**src/rtl/repl_pkg.sv**
```systemverilog
// Shared types for the line replication controller.
// Assumes a 2-bit event kind encoding fixed by the event source.
package repl_pkg;
    typedef enum logic [1:0] {
        EV_READ  = 2'd0,
        EV_WRITE = 2'd1,
        EV_ACK   = 2'd2,
        EV_EVICT = 2'd3
    } ev_kind_e;
endpackage

```
**src/rtl/repl_reuse_ctr.sv**
```systemverilog
// Saturating per-core owner-reuse counter.
// Priority: clear, then load of one, then increment. Assumes that at most
// one of these is requested per cycle by the owner, but resolves overlap anyway.
module repl_reuse_ctr #(
    parameter int CNT_W = 4
) (
    input  logic             clk,
    input  logic             rst_n,
    input  logic             inc_i,
    input  logic             load_one_i,
    input  logic             clear_i,
    output logic [CNT_W-1:0] cnt_o
);
    localparam logic [CNT_W-1:0] CNT_MAX = '1;

    logic [CNT_W-1:0] cnt_q;

    // Counter update with saturation at the top value.
    always_ff @(posedge clk) begin
        if (!rst_n)                          cnt_q <= '0;
        else if (clear_i)                    cnt_q <= '0;
        else if (load_one_i)                 cnt_q <= CNT_W'(1);
        else if (inc_i && cnt_q != CNT_MAX)  cnt_q <= cnt_q + CNT_W'(1);
    end

    assign cnt_o = cnt_q;

    p_no_wrap_r12: assert property (@(posedge clk) disable iff (!rst_n)
        (cnt_q == CNT_MAX && inc_i && !clear_i && !load_one_i) |=> cnt_q == CNT_MAX);
endmodule

```
**src/rtl/repl_ack_tracker.sv**
```systemverilog
// Counts the invalidation acknowledgements still expected for a pending write.
// Assumes start_i is never raised while busy (the top holds off writes).
module repl_ack_tracker #(
    parameter int N_CORES = 8,
    localparam int TW     = $clog2(N_CORES + 1)
) (
    input  logic          clk,
    input  logic          rst_n,
    input  logic          start_i,
    input  logic [TW-1:0] start_cnt_i,
    input  logic          ack_i,
    output logic          busy_o,
    output logic          done_o
);
    logic [TW-1:0] rem_q;

    // Load the expected count at a write, step down on each ack.
    always_ff @(posedge clk) begin
        if (!rst_n)                     rem_q <= '0;
        else if (start_i)               rem_q <= start_cnt_i;
        else if (ack_i && rem_q != '0)  rem_q <= rem_q - TW'(1);
    end

    assign busy_o = (rem_q != '0);
    assign done_o = (start_i && start_cnt_i == '0) || (ack_i && rem_q == TW'(1));

    p_hold_busy_r9: assert property (@(posedge clk) disable iff (!rst_n)
        (busy_o && !ack_i && !start_i) |=> busy_o);
    p_ack_step_r9: assert property (@(posedge clk) disable iff (!rst_n)
        (busy_o && ack_i && !start_i) |=> rem_q == $past(rem_q) - TW'(1));
endmodule

```
**src/rtl/repl_line_ctrl.sv**
```systemverilog
// Per-line replication decision logic at the owning bank.
// Tracks per-core saturating owner reuse, L1 holders, the single copy sharer
// and the replication indicator. Assumes the event source honours ev_ready_o
// and that cores named in an invalidation vector each acknowledge exactly once.
module repl_line_ctrl #(
    parameter int N_CORES    = 8,
    parameter int MAX_THRESH = 8,
    localparam int CORE_W    = $clog2(N_CORES),
    localparam int CNT_W     = $clog2(MAX_THRESH + 1),
    localparam int TW        = $clog2(N_CORES + 1)
) (
    input  logic               clk,
    input  logic               rst_n,
    input  logic               ev_valid_i,
    output logic               ev_ready_o,
    input  logic [1:0]         ev_kind_i,
    input  logic [CORE_W-1:0]  ev_core_i,
    input  logic [CNT_W-1:0]   ev_reuse_i,
    input  logic               ev_local_i,
    input  logic [CNT_W-1:0]   thresh_i,
    output logic               repl_valid_o,
    output logic [CORE_W-1:0]  repl_core_o,
    output logic               inv_valid_o,
    output logic [N_CORES-1:0] inv_vec_o,
    output logic [N_CORES-1:0] copy_vec_o,
    output logic [N_CORES-1:0] sharer_vec_o,
    output logic               rib_o,
    output logic               busy_o
);
    import repl_pkg::*;

    localparam logic [CNT_W-1:0] CNT_MAX = '1;

    logic [N_CORES-1:0] copy_q, sharer_q;
    logic               rib_q;
    logic [CORE_W-1:0]  writer_q;
    logic [CNT_W-1:0]   cnt [N_CORES];

    logic               accept, is_rd, is_wr, is_ack, is_ev;
    logic [N_CORES-1:0] core_oh, others, clr_mask;
    logic [CNT_W-1:0]   cur_cnt, cnt_inc;
    logic [CNT_W:0]     reuse_sum;
    logic               hit_thr, do_repl, sole, ack_keep, ev_keep, demote;
    logic               trk_busy, trk_done;
    logic [TW-1:0]      tgt_cnt;

    // Event acceptance and decoding.
    always_comb begin
        ev_ready_o = !trk_busy || (ev_kind_i == EV_ACK);
        accept     = ev_valid_i && ev_ready_o;
        is_rd      = accept && (ev_kind_i == EV_READ);
        is_wr      = accept && (ev_kind_i == EV_WRITE);
        is_ack     = accept && (ev_kind_i == EV_ACK);
        is_ev      = accept && (ev_kind_i == EV_EVICT);
        core_oh    = N_CORES'(1) << ev_core_i;
    end

    // Threshold, sharing and keep-or-demote decisions for the current event.
    always_comb begin
        cur_cnt   = cnt[ev_core_i];
        cnt_inc   = (cur_cnt == CNT_MAX) ? cur_cnt : cur_cnt + CNT_W'(1);
        hit_thr   = (cnt_inc >= thresh_i);
        do_repl   = is_rd && hit_thr && !ev_local_i && (copy_q == '0);
        sole      = ((sharer_q | copy_q) == core_oh);
        others    = (sharer_q | copy_q) & ~core_oh;
        tgt_cnt   = TW'($countones(others));
        reuse_sum = {1'b0, cur_cnt} + {1'b0, ev_reuse_i};
        ack_keep  = (reuse_sum > {1'b0, thresh_i});
        ev_keep   = (ev_reuse_i >= thresh_i);
        demote    = copy_q[ev_core_i] && ((is_ack && !ack_keep) || (is_ev && !ev_keep));
        clr_mask  = is_wr ? ~core_oh : ~(N_CORES'(1) << writer_q);
    end

    repl_ack_tracker #(.N_CORES(N_CORES)) u_trk (
        .clk         (clk),
        .rst_n       (rst_n),
        .start_i     (is_wr),
        .start_cnt_i (tgt_cnt),
        .ack_i       (is_ack),
        .busy_o      (trk_busy),
        .done_o      (trk_done)
    );

    for (genvar i = 0; i < N_CORES; i++) begin : g_ctr
        logic sel;
        assign sel = (ev_core_i == CORE_W'(i));
        repl_reuse_ctr #(.CNT_W(CNT_W)) u_ctr (
            .clk        (clk),
            .rst_n      (rst_n),
            .inc_i      ((is_rd && sel && !do_repl) || (is_wr && sel && sole)),
            .load_one_i ((do_repl && sel) || (is_wr && sel && !sole)),
            .clear_i    (trk_done && clr_mask[i]),
            .cnt_o      (cnt[i])
        );
    end

    // Copy-sharer vector and replication indicator.
    always_ff @(posedge clk) begin
        if (!rst_n) begin
            copy_q <= '0;
            rib_q  <= 1'b0;
        end else begin
            if (do_repl)                copy_q <= copy_q | core_oh;
            else if (demote)            copy_q <= copy_q & ~core_oh;
            if (is_rd && hit_thr)       rib_q  <= 1'b1;
            else if (demote)            rib_q  <= 1'b0;
        end
    end

    // L1 holder vector and identity of the pending writer.
    always_ff @(posedge clk) begin
        if (!rst_n) begin
            sharer_q <= '0;
            writer_q <= '0;
        end else begin
            if (is_rd)       sharer_q <= sharer_q | core_oh;
            else if (is_wr)  sharer_q <= core_oh;
            else if (is_ack) sharer_q <= sharer_q & ~core_oh;
            if (is_wr)       writer_q <= ev_core_i;
        end
    end

    // Registered command pulses.
    always_ff @(posedge clk) begin
        if (!rst_n) begin
            repl_valid_o <= 1'b0;
            repl_core_o  <= '0;
            inv_valid_o  <= 1'b0;
            inv_vec_o    <= '0;
        end else begin
            repl_valid_o <= do_repl;
            if (do_repl) repl_core_o <= ev_core_i;
            inv_valid_o  <= is_wr && (others != '0);
            inv_vec_o    <= is_wr ? others : '0;
        end
    end

    assign copy_vec_o   = copy_q;
    assign sharer_vec_o = sharer_q;
    assign rib_o        = rib_q;
    assign busy_o       = trk_busy;

    p_single_copy_r5: assert property (@(posedge clk) disable iff (!rst_n)
        $onehot0(copy_q));
    p_copy_has_rib_r2: assert property (@(posedge clk) disable iff (!rst_n)
        (copy_q != '0) |-> rib_q);
    p_repl_target_r2: assert property (@(posedge clk) disable iff (!rst_n)
        repl_valid_o |-> copy_q[repl_core_o]);
    p_local_no_repl_r6: assert property (@(posedge clk) disable iff (!rst_n)
        (accept && ev_kind_i == EV_READ && ev_local_i) |=> !repl_valid_o);
    p_blocked_read_r9: assert property (@(posedge clk) disable iff (!rst_n)
        (trk_busy && ev_valid_i && ev_kind_i == EV_READ) |=> ($stable(copy_q) && !repl_valid_o));
endmodule

```
**config.mk**
```make
export PLATFORM = sky130hd
export DESIGN_NAME = repl_line_ctrl
export DESIGN_NICKNAME = d
export VERILOG_FILES = /design/src/rtl/repl_pkg.sv /design/src/rtl/repl_reuse_ctr.sv /design/src/rtl/repl_ack_tracker.sv /design/src/rtl/repl_line_ctrl.sv
export SDC_FILE = /design/constraint.sdc
export NUM_CORES = 1
export LEC_CHECK = 0
export ABC_CLOCK_PERIOD_IN_PS = 7000
export CELL_PAD_IN_SITES_DETAIL_PLACEMENT = 1
export CELL_PAD_IN_SITES_GLOBAL_PLACEMENT = 2
export CORE_MARGIN = 5
export CORE_UTILIZATION = 35
export DETAILED_ROUTE_END_ITERATION = 6
export PLACE_DENSITY = 0.83
export SLEW_MARGIN = 5
export SYNTH_ARGS = -nofsm -noshare
export SYNTH_HDL_FRONTEND = slang
export SYNTH_SLANG_ARGS = --single-unit
```
**constraint.sdc**
```tcl
create_clock -name clk -period 7 [get_ports clk]
set_clock_uncertainty 0.05 [all_clocks]
set_input_delay 1.4 -clock clk [delete_from_list [all_inputs] [get_ports clk]]
set_output_delay 1.4 -clock clk [all_outputs]
set_load 0.05 [all_outputs]
```
==> impl_metrics.py <==
metrics = {
    "clock_network": {
        "cts_max_path_buffers": 2,
        "cts_resized": 0,
        "cts_num_sinks": 69,
        "post-cts-setup-buffers": 0,
        "clkSlewWorstSetupHoldPaths_ns": 0.06,
        "cts_buffers": 9,
        "cts_tree": "done",
        "cts_hold_buffers": 0,
        "clkLatencyLatePin_ns": 0.34,
        "clock_tree.root_cell": "clkbuf_16",
        "htree_levels": 3,
    },
    "route": {
        "ant_nets": 0,
        "drcViolationCount": 0,
        "firstDrtPassIters": 4,
        "vias": 4505,
        "routed_via_density": 5.75,
        "drt-total-wl_mm": 15.9,
        "routedWlPerCell_um": 20.3,
        "initialDrtViolationCount": 232,
    },
    "setup_path": {
        "crit_path_start_kind": "input port",
        "critPathArrivalTime_ns": 6.38,
        "critPathMostFrequentCell": "fa_1",
        "crit_type": "in -> reg",
        "cp-end-kind": "flop",
        "critical_path_required_ns": 7.17,
        "rr_worst_depth": 17,
        "cp_slowest_cell": "clkdlybuf4s50_1",
        "r2r_slack_ns": 2.48,
        "r2r_end": "g_ctr[3].u_ctr.cnt_o[2]",
        "cpPeakStageDelay_ns": 0.70,
        "crit_chain": "clkdlybuf4s50_1 > and3b_1 > clkinv_1 > ha_1 > inv_1 > fa_1 > fa_1 > fa_1 > inv_1 > ha_1 > inv_1 > fa_1 > nor2b_1 > nand4b_1 > nand3_1 > buf_4 > nand3_1 > o211ai_1 > nor3_1",
        "cp_max_fo": 18,
    },
    "min_path": {
        "hold_end": "repl_core_o[1]",
        "worstHoldPathCells": 2,
        "hp-start": "repl_core_o[1]",
        "min_path_type": "reg -> reg",
    },
    "synth": {
        "synth_warnings": 0,
        "synthesis.nets": 612,
        "synthCells": 550,
        "seq_area_frac_synth_pct": 29.5,
        "synth_ff_type": "dfxtp_1",
        "synth_area_um2": 4680,
        "synth_edf_count": 0,
        "synthDistinctLibCells": 62,
        "ys_ff_latch": 69,
        "avgSynthCellArea_um2": 8.51,
        "postSynth.asyncResetShare_pct": 0,
    },
    "grt": {
        "gr-usage-all-layers_pct": 20.8,
        "top_usage_layer": "met2",
        "grt_max_degree": 27,
        "use_met2_pct": 35.7,
        "use_met1_pct": 26.8,
        "use_met3_pct": 2.58,
        "grt_pass1_wl_mm": 26.2,
        "grt_pass1_vias": 4782,
        "grt_antenna_before_repair": 0,
        "grt-ovfl-total": 0,
    },
    "flow_run": {
        "cap_violations": 0,
    },
    "timing": {
        "max_freq_ghz": 0.161,
        "layout_setup_ws_ns": 0.785,
        "fin_hold_ws_ns": 0.412,
        "tns_ns": 0,
        "slew-limit-headroom_pct": 40.0,
        "setup_viol": 0,
        "worst_slew_pin_slew_ns": 0.897,
        "finalHoldViolations": 0,
        "period_needed_ns": 6.21,
        "final_max_slew_viol_count": 0,
        "period_share_pct": 88.8,
        "rsz0062_at_grt": "no",
    },
    "floorplanning": {
        "initial_core_util_pct": 35.5,
        "row_count": 42,
        "die_area_um2": 15800,
        "die_h_um": 126,
        "io_pins": 49,
        "fp.coreArea_um2": 13200,
        "dieWidth_um": 126,
    },
    "placement": {
        "dp_hpwl_mm": 12.1,
        "gp_congestion": 0.849,
        "port_buffers": 48,
        "place_inst": 767,
        "post-place-ws_ns": 0.469,
    },
    "finish": {
        "layout_commonest_cell": "dfxtp_1",
        "area_growth_pct": 22.7,
        "final_core_util_pct": 43.5,
        "final_nets": 665,
        "seqCellArea_um2": 1380,
        "final_cell_mix": "69 x dfxtp_1, 55 x nor2_1, 48 x clkdlybuf4s50_1, 40 x ha_1",
        "drive_gt1_share_pct": 10.7,
        "diodes": 0,
        "fillers": 1585,
        "instances_no_fill": 784,
        "multi_input_area_um2": 3060,
    },
    "pwr": {
        "p_leak_nw": 2.13,
        "peakVddDrop_mv": 0.103,
        "power.density_nw_per_um2": 185,
    },
    "status": {
        "status": "finished clean",
    },
}
## stage by stage
step           instance area (um2)  power [mW]
2_1_floorplan                 4680       0.501
3_3_place_gp                  5410       0.555
3_5_place_dp                  5410       0.560
4_1_cts                       5740        1.07
5_1_grt                       5740        1.10
6_report                      5740        1.06
## per-layer routing
layer	vias to the layer above	part of all wire, %
met5	-	0
met4	0	2.1
met3	22	4.5
met2	98	49
met1	2247	44
li1	2138	-
## report_power, final
group / internal [mW] / leakage (nW) / switching (mW)
clock network: 0.323 / 0.152 / 0.188
logic: 0.0532 / 1.42 / 0.0970
registers: 0.397 / 0.556 / 0.00502
## critical path, delay by kind of cell
kind                     cells  cell delay [ns]
adder cells (fa/ha/maj)      6             2.38
AND/OR/NAND/NOR              6             0.93
AO/OA/AOI/OAI                1             0.18
buffers and inverters        6             1.47
## synth_stat cells (3+ instances only)
| cell type | count | area [um2] |
|---|---|---|
| dfxtp_1 | 69 | 1380 |
| nor2_1 | 55 | 206 |
| ha_1 | 40 | 500 |
| a21oi_1 | 38 | 190 |
| nand2_1 | 38 | 143 |
| inv_1 | 33 | 124 |
| nand3_1 | 21 | 105 |
| o21ai_0 | 21 | 105 |
| a211oi_1 | 20 | 150 |
| nor3_1 | 16 | 80.1 |
| clkbuf_1 | 14 | 52.6 |
| mux2i_1 | 14 | 140 |
| a31oi_1 | 12 | 75.1 |
| xnor2_1 | 11 | 96.3 |
| mux4_2 | 10 | 225 |
| nand4b_1 | 10 | 87.6 |
| or2_2 | 9 | 56.3 |
| nand4_1 | 8 | 50.1 |
| nor3b_1 | 7 | 52.6 |
| buf_2 | 6 | 30.0 |
| clkinv_1 | 6 | 22.5 |
| and3_1 | 5 | 31.3 |
| fa_1 | 5 | 100 |
| o211ai_1 | 5 | 37.5 |
| o31a_1 | 5 | 43.8 |
| a311oi_1 | 4 | 35.0 |
| nand2b_1 | 4 | 25.0 |
| nand3b_1 | 4 | 30.0 |
| o31ai_1 | 4 | 30.0 |
| a31o_2 | 3 | 26.3 |
| buf_1 | 3 | 11.3 |
| nor2b_1 | 3 | 18.8 |
| o21a_1 | 3 | 22.5 |
| o221a_2 | 3 | 33.8 |
| or3_1 | 3 | 18.8 |
| xor2_1 | 3 | 26.3 |
## logic make-up after synthesis
kind of cell	after synthesis	share of synthesized area (%)
and+or+nand+nor	199	22.3
AOI/OAI and AO/OA	135	19.3
DFF	69	29.5
buffers and inverters	62	5.13
adders and majority gates	45	12.8
muxes	26	8.28
xor gates and xnor gates	14	2.62
## how the worst max path moves through the flow
stage | startpoint | end | depth (start not counted) | slack [ns]
after global placement | ev_core_i[1] | g_ctr[6].u_ctr.cnt_o[0] | 19 | 0.67
after CTS | ev_core_i[1] | g_ctr[5].u_ctr.cnt_o[2] | 19 | 0.81
after detailed placement | ev_core_i[1] | g_ctr[5].u_ctr.cnt_o[2] | 19 | 0.47
final | ev_core_i[1] | g_ctr[3].u_ctr.cnt_o[2] | 19 | 0.79
after global routing | ev_core_i[1] | g_ctr[5].u_ctr.cnt_o[2] | 19 | 0.46
after floorplan | ev_core_i[0] | g_ctr[3].u_ctr.cnt_o[2] | 19 | 1.00
## final cells by class
cell class,count,share of cell area (%)
inverter,39,2.55
sequential,69,24.1
clock buffer,11,4.23
tap,176,3.83
clock inverter,5,1.46
multi-input combinational,419,53.3
timing repair buffer,65,10.6
Note: power is estimated with default switching activity, not from simulation.
